File: config.mk
export PLATFORM = sky130hd
export DESIGN_NAME = fp_nan_unit
export DESIGN_NICKNAME = d
export VERILOG_FILES = /design/src/rtl/fp_nan_pkg.sv /design/src/rtl/fpn_unpack.sv /design/src/rtl/fpn_classify.sv /design/src/rtl/fpn_quieter.sv /design/src/rtl/fp_nan_unit.sv
export SDC_FILE = /design/constraint.sdc
export NUM_CORES = 1
export LEC_CHECK = 0
export BUFFER_PORTS_ARGS = -buffer_cell sky130_fd_sc_hd__buf_2
export CORE_MARGIN = 1.5
export CORE_UTILIZATION = 27
export DETAILED_ROUTE_END_ITERATION = 7
export PLACE_DENSITY = 0.8
export SYNTH_ARGS = -nofsm -noshare
export SYNTH_HDL_FRONTEND = slang
export SYNTH_SLANG_ARGS = --single-unit
File: constraint.sdc
create_clock -name vclk -period 1.4
set_input_delay 0.28 -clock vclk [all_inputs]
set_output_delay 0.28 -clock vclk [all_outputs]
set_load 0.005 [all_outputs]
File: src/rtl/fp_nan_pkg.sv
package fp_nan_pkg;

    localparam int unsigned SP_EXP_W  = 8;
    localparam int unsigned SP_FRAC_W = 23;
    localparam int unsigned CLASS_W   = 3;

    typedef enum logic [CLASS_W-1:0] {
        CLS_ZERO   = 3'd0,
        CLS_DENORM = 3'd1,
        CLS_NORMAL = 3'd2,
        CLS_INF    = 3'd3,
        CLS_QNAN   = 3'd4,
        CLS_SNAN   = 3'd5
    } op_class_e;

    typedef struct packed {
        logic exp_ones;
        logic exp_zero;
        logic frac_zero;
        logic quiet_bit;
    } field_flags_t;

    function automatic op_class_e pick_class(input field_flags_t f, input logic signaling);
        op_class_e c;
        if (f.exp_ones && !f.frac_zero)
            c = signaling ? CLS_SNAN : CLS_QNAN;
        else if (f.exp_ones)
            c = CLS_INF;
        else if (f.exp_zero)
            c = f.frac_zero ? CLS_ZERO : CLS_DENORM;
        else
            c = CLS_NORMAL;
        return c;
    endfunction

endpackage

File: src/rtl/fpn_unpack.sv
module fpn_unpack
    import fp_nan_pkg::*;
#(
    parameter int unsigned EXP_W  = SP_EXP_W,
    parameter int unsigned FRAC_W = SP_FRAC_W,
    localparam int unsigned WORD_W = 1 + EXP_W + FRAC_W
) (
    input  logic [WORD_W-1:0] word_in,
    output field_flags_t      flags
);
    logic [EXP_W-1:0]  exp_f;
    logic [FRAC_W-1:0] frac_f;
    logic              unused_sign;

    assign unused_sign = word_in[WORD_W-1];
    assign exp_f  = word_in[FRAC_W +: EXP_W];
    assign frac_f = word_in[FRAC_W-1:0];

    always_comb begin
        flags.exp_ones  = &exp_f;
        flags.exp_zero  = ~|exp_f;
        flags.frac_zero = ~|frac_f;
        flags.quiet_bit = frac_f[FRAC_W-1];
    end
endmodule

File: src/rtl/fpn_classify.sv
module fpn_classify
    import fp_nan_pkg::*;
(
    input  field_flags_t flags,
    input  logic         mode_2008,
    output op_class_e    cls,
    output logic         nan_o,
    output logic         snan_o
);
    logic nan_w;
    logic sig_w;

    always_comb begin
        nan_w  = flags.exp_ones && !flags.frac_zero;
        sig_w  = nan_w && (mode_2008 ^ flags.quiet_bit);
        cls    = pick_class(flags, sig_w);
        nan_o  = nan_w;
        snan_o = sig_w;
    end
endmodule

File: src/rtl/fpn_quieter.sv
module fpn_quieter
    import fp_nan_pkg::*;
#(
    parameter int unsigned EXP_W  = SP_EXP_W,
    parameter int unsigned FRAC_W = SP_FRAC_W,
    localparam int unsigned WORD_W = 1 + EXP_W + FRAC_W
) (
    input  logic [WORD_W-1:0] word_in,
    input  logic              mode_2008,
    input  logic              do_quiet,
    output logic [WORD_W-1:0] word_out,
    output logic              quieted
);
    localparam int unsigned TOP = FRAC_W - 1;
    localparam int unsigned NXT = FRAC_W - 2;

    logic [FRAC_W-1:0] frac_in;
    logic [FRAC_W-1:0] frac_new;
    logic [FRAC_W-1:0] frac_leg;

    assign frac_in = word_in[FRAC_W-1:0];

    always_comb begin
        frac_leg      = frac_in;
        frac_leg[TOP] = 1'b0;
        if (frac_leg == '0)
            frac_leg[NXT] = 1'b1;
        if (mode_2008) begin
            frac_new      = frac_in;
            frac_new[TOP] = 1'b1;
        end else begin
            frac_new = frac_leg;
        end
        word_out = do_quiet ? {word_in[WORD_W-1:FRAC_W], frac_new} : word_in;
        quieted  = do_quiet && (frac_new != frac_in);
    end
endmodule

File: src/rtl/fp_nan_unit.sv
module fp_nan_unit
    import fp_nan_pkg::*;
#(
    parameter int unsigned EXP_W  = SP_EXP_W,
    parameter int unsigned FRAC_W = SP_FRAC_W,
    localparam int unsigned WORD_W = 1 + EXP_W + FRAC_W
) (
    input  logic [WORD_W-1:0]  op_in,
    input  logic               nan2008_mode,
    output logic [CLASS_W-1:0] op_class,
    output logic               is_nan,
    output logic               is_snan,
    output logic [WORD_W-1:0]  result,
    output logic               invalid_flag
);
    field_flags_t flags;
    op_class_e    cls;
    logic         snan_w;

    fpn_unpack #(.EXP_W(EXP_W), .FRAC_W(FRAC_W)) u_unpack (
        .word_in (op_in),
        .flags   (flags)
    );

    fpn_classify u_classify (
        .flags     (flags),
        .mode_2008 (nan2008_mode),
        .cls       (cls),
        .nan_o     (is_nan),
        .snan_o    (snan_w)
    );

    fpn_quieter #(.EXP_W(EXP_W), .FRAC_W(FRAC_W)) u_quieter (
        .word_in   (op_in),
        .mode_2008 (nan2008_mode),
        .do_quiet  (snan_w),
        .word_out  (result),
        .quieted   (invalid_flag)
    );

    assign op_class = cls;
    assign is_snan  = snan_w;
endmodule

==> impl_metrics.py <==
metrics = {
    "outcome": {
        "outcome": "complete, but fails checks",
        "violations": "negative setup slack",
    },
    "placement": {
        "post_dp_cell_area_um2": 641,
        "hpwlAfterDp_um": 1200,
        "gp_congestion": 0.723,
        "port-buffer-count": 69,
    },
    "worst_setup_path": {
        "path_max_fanout": 3,
        "critical_path_arrival_ns": 1.55,
        "crit_path_end": "op_class[0]",
        "required_ns": 1.12,
        "worstSetupPathType": "in -> out",
        "start_kind": "input pin",
        "critPathLaunch": "op_in[28]",
        "cp-end-kind": "primary output",
    },
    "die": {
        "die_h_um": 43.8,
        "dieArea_um2": 1920,
        "rows": 14,
        "ios": 71,
        "fp.dieW_um": 43.8,
        "start_util_pct": 29.5,
        "coreArea_um2": 1520,
    },
    "routing": {
        "vias_per_cell": 4.83,
        "drc": 0,
        "drt_pre_antenna_iters": 4,
        "drt_iter0_markers": 3,
        "ant_nets": 0,
        "wire_per_inst_um": 11.6,
        "routed_wl_um": 1440,
        "routed-via-count": 599,
    },
    "synthesis": {
        "yosysTopAreaCellShare_pct": 53.5,
        "synth_xor_area_share_pct": 0,
        "ys_warn_count": 0,
        "synth_area_um2": 449,
        "synthTopCellsByCount": "32 x buf_4, 4 x nor4_1, 3 x inv_1, 3 x nand4_1, 3 x nor2_1",
        "synth_area_per_cell_um2": 7.02,
        "yosys.area.top_type": "buf_4",
        "synth_fa_ha_area_share_pct": 0,
        "synthCells": 64,
        "ys_seq_area_share_pct": 0,
        "yosysMostFrequentCell": "buf_4",
        "synth_compound_gate_area_share_pct": 15.3,
        "synth_fp_nets": 97,
        "synth.area.mux_share_pct": 0,
        "synthSimpleGateAreaFrac_pct": 28.7,
        "synth_top_family_by_area": "buffers and inverters",
        "yosys.cell_types.count": 20,
        "synthTopCellsByArea": "buf_4 53%, nor4_1 5.6%, nor4_2 5.6%",
    },
    "timing": {
        "relSlewSlack_pct": 72.1,
        "post-route-period-util_pct": 131,
        "period_needed_ns": 1.83,
        "finalSetupViolations": 8,
        "grt_setup_unrepaired": "yes",
        "worst_pin_slew_ns": 0.415,
        "maxSlewViolCount": 0,
        "finalWorstSetupSlack_ns": -0.434,
        "hold_violations": 0,
        "setup_tns_ns": -2.17,
        "max_freq_mhz": 545,
    },
    "finish": {
        "post_route_cells_drive_above_1_share_pct": 82.4,
        "final_area_um2": 733,
        "fin_nets": 143,
        "seq_area_um2": 0,
        "seq_cells": 0,
        "n_fill_cell": 158,
        "syn_to_final_growth_pct": 63.2,
        "clkbuf_count": 0,
        "antenna_cells": 0,
    },
    "global_routing": {
        "grt_pass1_vias": 506,
        "grt_pass1_wl_um": 2110,
        "gr-usage-all-layers_pct": 13.8,
        "grt_overflow": 0,
        "grt_max_degree": 7,
        "antenna_found_initial": 0,
    },
    "cts": {
        "hold_buffers": 0,
    },
    "worst_hold_path": {
        "holdCritPathClass": "in -> out",
    },
    "power_and_ir_drop": {
        "p_total_uw": 160,
        "p_leak_uw": 0.000379,
        "max-vdd-ir-drop_v": 0.000137,
        "p_per_area_nw_per_um2": 218,
    },
    "job": {
        "max-cap-violations": 0,
    },
}
## metal layers
metal,GRT usage [%],part of all wire (%)
met3,0.833,11
met2,27.1,52
met5,0,0
met1,16.3,36
met4,2.42,1.5
## worst min-delay path by stage
stage          startpoint          to  slack (ns)  cells past startpoint
2_1_floorplan   op_in[21]  result[21]        0.63                      2
3_3_place_gp    op_in[31]  result[31]        0.56                      0
3_5_place_dp    op_in[31]  result[31]        0.56                      0
4_1_cts         op_in[31]  result[31]        0.56                      0
5_1_grt         op_in[31]  result[31]        0.56                      0
6_report        op_in[31]  result[31]        0.56                      0
## layout make-up
class	count	area [um^2]	area share, %
Tap cell	16	20.0	2.73
Multi-Input combinational cell	29	279	38.1
Inverter	3	11.3	1.54
Timing Repair Buffer	76	423	57.7
## critical path, cell delays in order
cell and delay, ns:
buf_2 0.11, or4_4 0.55, nor2_4 0.14, nor3_1 0.08
a211oi_2 0.24, buf_2 0.14
## logic make-up (layout without fill, tap and decap cells)
family / after synthesis / after routing
AO/OA/AOI/OAI: 9 / 9
buffers and inverters: 35 / 79
AND/OR/NAND/NOR: 20 / 20
## report_power, final
group	leakage, uW	switching [uW]	internal, uW
clock	0	0	0
sequential	0	0	0
combinational	0.000379	73.5	86.3
total	0.000379	73.5	86.3
## cells in the final DEF, fill, tap and decap left out
cell,n
nor4_4,3
or4_4,2
o21a_1,1
nor3_1,2
buf_2,65
o211ai_1,1
inv_1,3
nand4_1,3
a21boi_1,1
o31ai_4,1
nand2_1,2
a21oi_1,2
nor4_2,2
or2_1,1
o21ai_2,1
buf_6,4
nand2b_1,1
nor2_1,1
o41ai_2,1
nor2_4,1
a211oi_2,1
nor4_1,1
nor2_2,1
buf_4,7
## metrics by stage
| step | hold slack [ns] | setup slack [ns] | std cells | util (%) |
|---|---|---|---|---|
| 6_report | 0.560 | -0.434 | 124 | 48.1 |
| 5_1_grt | 0.560 | -0.483 | 124 | 48.1 |
| 4_1_cts | 0.560 | -0.413 | 123 | 47.0 |
| 3_5_place_dp | 0.560 | -0.453 | 120 | 42.0 |
| 3_3_place_gp | 0.560 | -0.407 | 120 | 42.0 |
| 2_1_floorplan | 0.627 | -0.0948 | 64 | - |
## repair_timing
| item | CTS | global route |
|---|---|---|
| buffers inserted | 3 | 1 |
| gates cloned | 0 | 0 |
| endpoints found under the setup margin | 8 | 8 |
| gates resized for setup | 11 | 2 |
| pin swaps | 9 | 3 |
Power figures use the tool's default switching activity.
